[src/rtl/pmul_pkg.sv]
package pmul_pkg;
  // Default operand widths; the multiplier operand must be even.
  localparam int DefXWidth = 6;
  localparam int DefYWidth = 4;

  // Majority of three bits, the carry of a full adder.
  function automatic logic majority3(input logic a, input logic b, input logic c);
    return (a & b) | (a & c) | (b & c);
  endfunction
endpackage

[src/rtl/pmul_row.sv]
// One partial-product row: (2*xPair[1] + xPair[0]) * y, built from M+1 cells.
module pmul_row #(
  parameter int M = pmul_pkg::DefYWidth
) (
  input  logic [M-1:0] y,
  input  logic [1:0]   xPair,
  output logic [M+1:0] rowSum
);
  logic [M+1:0] chain;  // chain[j] is carry into cell j
  logic [M:0]   cellSum;

  assign chain[0] = 1'b0;

  for (genvar j = 0; j <= M; j++) begin : g_cell
    logic addLo;   // x(2k) * y(j)
    logic addHi;   // x(2k+1) * y(j-1)
    logic prop;
    if (j < M) begin : g_lo
      assign addLo = xPair[0] & y[j];
    end else begin : g_lo_edge
      assign addLo = 1'b0;
    end
    if (j > 0) begin : g_hi
      assign addHi = xPair[1] & y[j-1];
    end else begin : g_hi_edge
      assign addHi = 1'b0;
    end
    // Lookup-table part: propagate of the two addend bits.
    assign prop = addLo ^ addHi;
    // Carry-chain part: xor for the sum, select for the carry.
    assign cellSum[j]  = prop ^ chain[j];
    assign chain[j+1]  = prop ? chain[j] : addLo;
  end

  assign rowSum = {chain[M+1], cellSum};

  always_comb begin
    // p_row_idle_r2: a row with no selecting bit contributes nothing
    if (xPair == 2'b00)
      p_row_idle_r2: assert (rowSum == '0) else $error("row not zero with idle pair");
    // p_row_topcarry_r4: the top carry stays low when only the low bit selects
    if (xPair[1] == 1'b0)
      p_row_topcarry_r4: assert (rowSum[M+1:M] == 2'b00) else $error("row top bits set with x(2k+1)=0");
  end
endmodule

[src/rtl/pmul_csa_tree.sv]
// Full-adder carry-save reduction of OPS operands down to two vectors.
module pmul_csa_tree #(
  parameter int OPS = 3,
  parameter int W   = 10
) (
  input  logic [OPS-1:0][W-1:0] ops,
  output logic [W-1:0]          sumVec,
  output logic [W-1:0]          carryVec
);
  if (OPS == 1) begin : g_single
    assign sumVec   = ops[0];
    assign carryVec = '0;
  end else begin : g_chain
    logic [OPS-1:0][W-1:0] sPart;
    logic [OPS-1:0][W-1:0] cPart;
    assign sPart[0] = '0;
    assign cPart[0] = '0;
    assign sPart[1] = ops[0];
    assign cPart[1] = ops[1];
    for (genvar i = 2; i < OPS; i++) begin : g_stage
      logic [W-1:0] maj;
      for (genvar b = 0; b < W; b++) begin : g_fa
        assign sPart[i][b] = sPart[i-1][b] ^ cPart[i-1][b] ^ ops[i][b];
        assign maj[b]      = pmul_pkg::majority3(sPart[i-1][b], cPart[i-1][b], ops[i][b]);
      end
      assign cPart[i] = {maj[W-2:0], 1'b0};
    end
    assign sumVec   = sPart[OPS-1];
    assign carryVec = cPart[OPS-1];
  end

  logic [W-1:0] opsTotal;
  always_comb begin
    opsTotal = '0;
    for (int i = 0; i < OPS; i++) opsTotal = opsTotal + ops[i];
    // p_csa_value_r6: reduction keeps the operand total modulo 2^W
    p_csa_value_r6: assert (W'(sumVec + carryVec) == opsTotal) else $error("carry-save total mismatch");
  end
endmodule

[src/rtl/pmul_ripple.sv]
// Two-operand ripple-carry adder, result modulo 2^W.
module pmul_ripple #(
  parameter int W = 10
) (
  input  logic [W-1:0] opA,
  input  logic [W-1:0] opB,
  output logic [W-1:0] sum
);
  logic [W-1:0] cy;
  assign cy[0] = 1'b0;
  for (genvar i = 0; i < W; i++) begin : g_bit
    assign sum[i] = opA[i] ^ opB[i] ^ cy[i];
    if (i < W - 1) begin : g_cy
      assign cy[i+1] = pmul_pkg::majority3(opA[i], opB[i], cy[i]);
    end
  end

  always_comb begin
    // p_adder_sum_r7: adder result matches the modular sum of its inputs
    p_adder_sum_r7: assert (sum == W'(opA + opB)) else $error("ripple adder mismatch");
  end
endmodule

[src/rtl/pmul_top.sv]
module pmul_top #(
  parameter int N = pmul_pkg::DefXWidth,
  parameter int M = pmul_pkg::DefYWidth
) (
  input  logic [N-1:0]   xOp,
  input  logic [M-1:0]   yOp,
  output logic [N+M-1:0] product
);
  localparam int Rows = N / 2;
  localparam int PW   = N + M;
  localparam int RW   = M + 2;

  logic [Rows-1:0][RW-1:0] rowOut;
  logic [Rows-1:0][PW-1:0] weighted;
  logic [PW-1:0]           redSum;
  logic [PW-1:0]           redCarry;

  for (genvar k = 0; k < Rows; k++) begin : g_row
    pmul_row #(.M(M)) row_i (
      .y      (yOp),
      .xPair  (xOp[2*k+1 -: 2]),
      .rowSum (rowOut[k])
    );
    assign weighted[k] = PW'(rowOut[k]) << (2 * k);
  end

  pmul_csa_tree #(.OPS(Rows), .W(PW)) tree_i (
    .ops      (weighted),
    .sumVec   (redSum),
    .carryVec (redCarry)
  );

  pmul_ripple #(.W(PW)) adder_i (
    .opA (redSum),
    .opB (redCarry),
    .sum (product)
  );

  always_comb begin
    // p_product_r1: the output equals the full product
    p_product_r1: assert (product == PW'(PW'(xOp) * PW'(yOp))) else $error("product mismatch");
    // p_zero_r2: a zero operand yields zero
    if (xOp == '0 || yOp == '0)
      p_zero_r2: assert (product == '0) else $error("zero operand gave non-zero product");
  end
endmodule

[config.mk]
export PLATFORM = sky130hd
export DESIGN_NAME = pmul_top
export DESIGN_NICKNAME = d
export VERILOG_FILES = /design/src/rtl/pmul_pkg.sv /design/src/rtl/pmul_row.sv /design/src/rtl/pmul_csa_tree.sv /design/src/rtl/pmul_ripple.sv /design/src/rtl/pmul_top.sv
export SDC_FILE = /design/constraint.sdc
export NUM_CORES = 1
export LEC_CHECK = 0
export ABC_CLOCK_PERIOD_IN_PS = 7600
export CORE_MARGIN = 5
export CORE_UTILIZATION = 50
export DETAILED_ROUTE_END_ITERATION = 10
export DONT_BUFFER_PORTS = 1
export SETUP_SLACK_MARGIN = 0.5
export SLEW_MARGIN = 20
export SYNTH_ARGS = -nofsm -noshare
export SYNTH_HDL_FRONTEND = slang
export SYNTH_HIERARCHICAL = 1
export SYNTH_SLANG_ARGS = --single-unit
[constraint.sdc]
create_clock -name vclk -period 7.6
set_clock_uncertainty 0.15 [all_clocks]
set_input_delay 0.76 -clock vclk [all_inputs]
set_output_delay 0.76 -clock vclk [all_outputs]
set_load 0.01 [all_outputs]
==> summary.md <==
| Metric | Value |
|---|---|
| Pin count of the biggest net entering global routing | 31 |
| Die footprint | 3350 um^2 |
| Status | finished, final reports clean |
| Number of antenna-violating nets in the routed design | 0 |
| Worst Path Max Fanout | 11 |
| Fmax | approximately 170 MHz |
| Switching power share of the total | 52.6% |
| Detailed placer's ending HPWL | approximately 1.6 mm |
| Net switching power | between 0.05 and 0.06 mW |
| Nature of the critical path startpoint | input pin |
| Summed negative setup slack over all endpoints | 0 ns |
| Count of input and output buffers | 0 |
| Internal power | ~0.050 mW |
| Placement Rows | 17 |
| Global-route wire length before repair | 3.43 mm |
| Final-report setup violation count | 0 |
| Overall track demand over capacity in global routing | approximately an eighth |
| Maxcap violations | 0 |
| CP endpoint kind | primary output |
| Count of instances resized after the clock tree is built | 0 |
| Vias per cell | ~5.5 |
| Ports placed on the boundary | 20 |
| Register area | 0 um^2 |
| Antenna cell count | 0 |
| Clock network power share | 0% |
| Number of buffers inserted by post-CTS setup repair | 0 |
| Sequential cell count of the final layout | 0 |
| Layout-stage area growth over the synthesis result | -7.42% |
| Leading cell type in the layout, fill and taps excluded | fa_1 |
| Distinct cell type count of the synthesized netlist | 21 |
| Launching instance or port of the critical path | xOp[1] |
| Most frequent cells in the layout | fa_1, nand2_1, conb_1 |
| Peak supply drop | 0.0555 mV |
| Synthesized area | ~1100 um^2 |
| Core region area | 2210 um^2 |
| Final period demand of the worst path | 5.91 ns |
| Starting DRC count in detailed routing | 15 |
| Gate Count Post-Synth | around 130 |
| CTS hold repair buffers | 0 |
| Max Transition Viols Final | 0 |
| Power share of the sequential group | 0% |
| Category of the critical setup timing path | in2out |
| Antenna violations before repair | 0 |
| DRC errors left | 0 |
| Number of clock-tree buffers in the layout | 0 |
| Final Hold Viols | 0 |
| Leakage power | between 0.4 and 0.5 nW |
| Worst hold slack | between 1.5 and 2 ns |
| Routed length per instance | roughly 13 um |
| Final global-route overflow total | 0 |
| Post-layout net count | around 160 |
| Total wire length | slightly below 2 mm |
| Total of warnings raised by yosys | 6 |
| Unrepaired setup endpoints after global routing | false |
| Layout cell share with drive strength beyond 1 | under 10% |
| Number of vias after detailed routing | approximately 800 |
| Type of the worst min-delay path | in2out |
| Avg Inst Size Synth | a little over 9 um^2 |
| Horizontal die dimension | 57.9 um |
| Post-synthesis sequential area ratio | 0% |
| TritonRoute pass-1 iters | 4 |
| Crit path DAT | approximately 5.0 ns |
| Initial core utilization | 51.9% |
| Power Dens Cells | about 100 nW/um^2 |
| Combinational group share of total power | between 90% and 100% |
| Vert. Die Dim | between 50 and 60 um |
| Hold_sp | yOp[0] |
| Via count of the first global-routing pass | 779 |
| Post-route fraction of the period consumed by the critical path | a little under 80% |
| Endpoint required time on the critical path | 6.69 ns |
| Global placer's final weighted congestion | 0.684 |
## cells by family after synthesis
kind of cell / after synthesis / synth area share, %
buf+inv: 16 / 14.1
mux: 6 / 5.23
compound gates: 33 / 18.3
simple gates: 36 / 15.7
xor+xnor: 8 / 8.72
other cells: 2 / 0.655
fa+ha+maj: 24 / 37.3
## cell usage after synthesis
| cell | count | area (um^2) |
|---|---|---|
| a21oi_1 | 9 | 45.0 |
| nand3_1 | 6 | 30.0 |
| mux2i_1 | 6 | 60.1 |
| xnor2_1 | 6 | 52.6 |
| and2_1 | 9 | 56.3 |
| nand2_1 | 15 | 56.3 |
| buf_6 | 6 | 67.6 |
| o211ai_1 | 6 | 45.0 |
| clkbuf_8 | 3 | 41.3 |
| o221ai_1 | 3 | 26.3 |
| buf_4 | 7 | 52.6 |
| a22o_1 | 3 | 26.3 |
| fa_1 | 17 | 340 |
| ha_1 | 7 | 87.6 |
| nor3_1 | 3 | 15.0 |
| o31ai_1 | 3 | 22.5 |
| and2_2 | 3 | 22.5 |
| conb_1 | 2 | 7.51 |
| o21ai_0 | 3 | 15.0 |
| xor3_1 | 2 | 47.6 |
| o21ai_1 | 6 | 30.0 |
## worst max-delay path: stages
cell and delay, ns:
and2_1 0.11, ha_1 0.37, mux2i_1 0.13, o21ai_1 0.14, o31ai_1 0.08, a22o_1 0.25, fa_1 0.51, fa_1 0.44
fa_1 0.38, fa_1 0.40, fa_1 0.39, fa_1 0.39, fa_1 0.38, xor3_1 0.26
## layout make-up
| class | count | area [um^2] |
|---|---|---|
| Fill cell | 231 | 1150 |
| Multi-Input combinational cell | 120 | 1030 |
| Tap cell | 28 | 35.0 |
## metal layers
layer  global-route usage [%]  vias to the layer above  routed length, um
li1                         -                      413                  -
met1                     16.7                      385                856
met2                     21.3                       14                939
met3                     2.45                        0                144
met4                        0                        0                  0
met5                        0                        -                  0
## per-stage QoR
step	total power, mW	area (um^2)	instances	setup slack, ns	utilization, %
detailed placement	0.109	1060	148	1.61	48.0
global route	0.123	1060	148	1.43	48.0
floorplan	0.104	1190	136	1.79	-
global placement	0.107	1060	148	1.69	48.0
finish	0.106	1060	148	1.69	48.0
CTS	0.110	1060	148	1.62	48.0
## power by group through the flow
stage	sequential, mW	clock, mW	combinational, mW
global route	0	0	0.123
floorplan	0	0	0.104
global placement	0	0	0.107
CTS	0	0	0.110
finish	0	0	0.106
detailed placement	0	0	0.109
## worst paths after layout
path | end | slack (ns) | depth (start not counted)
worst min-delay path | product[0] | 1.85 | 3
worst max-delay path | product[9] | 1.69 | 14
No activity file was read; power rests on OpenSTA's default activity.
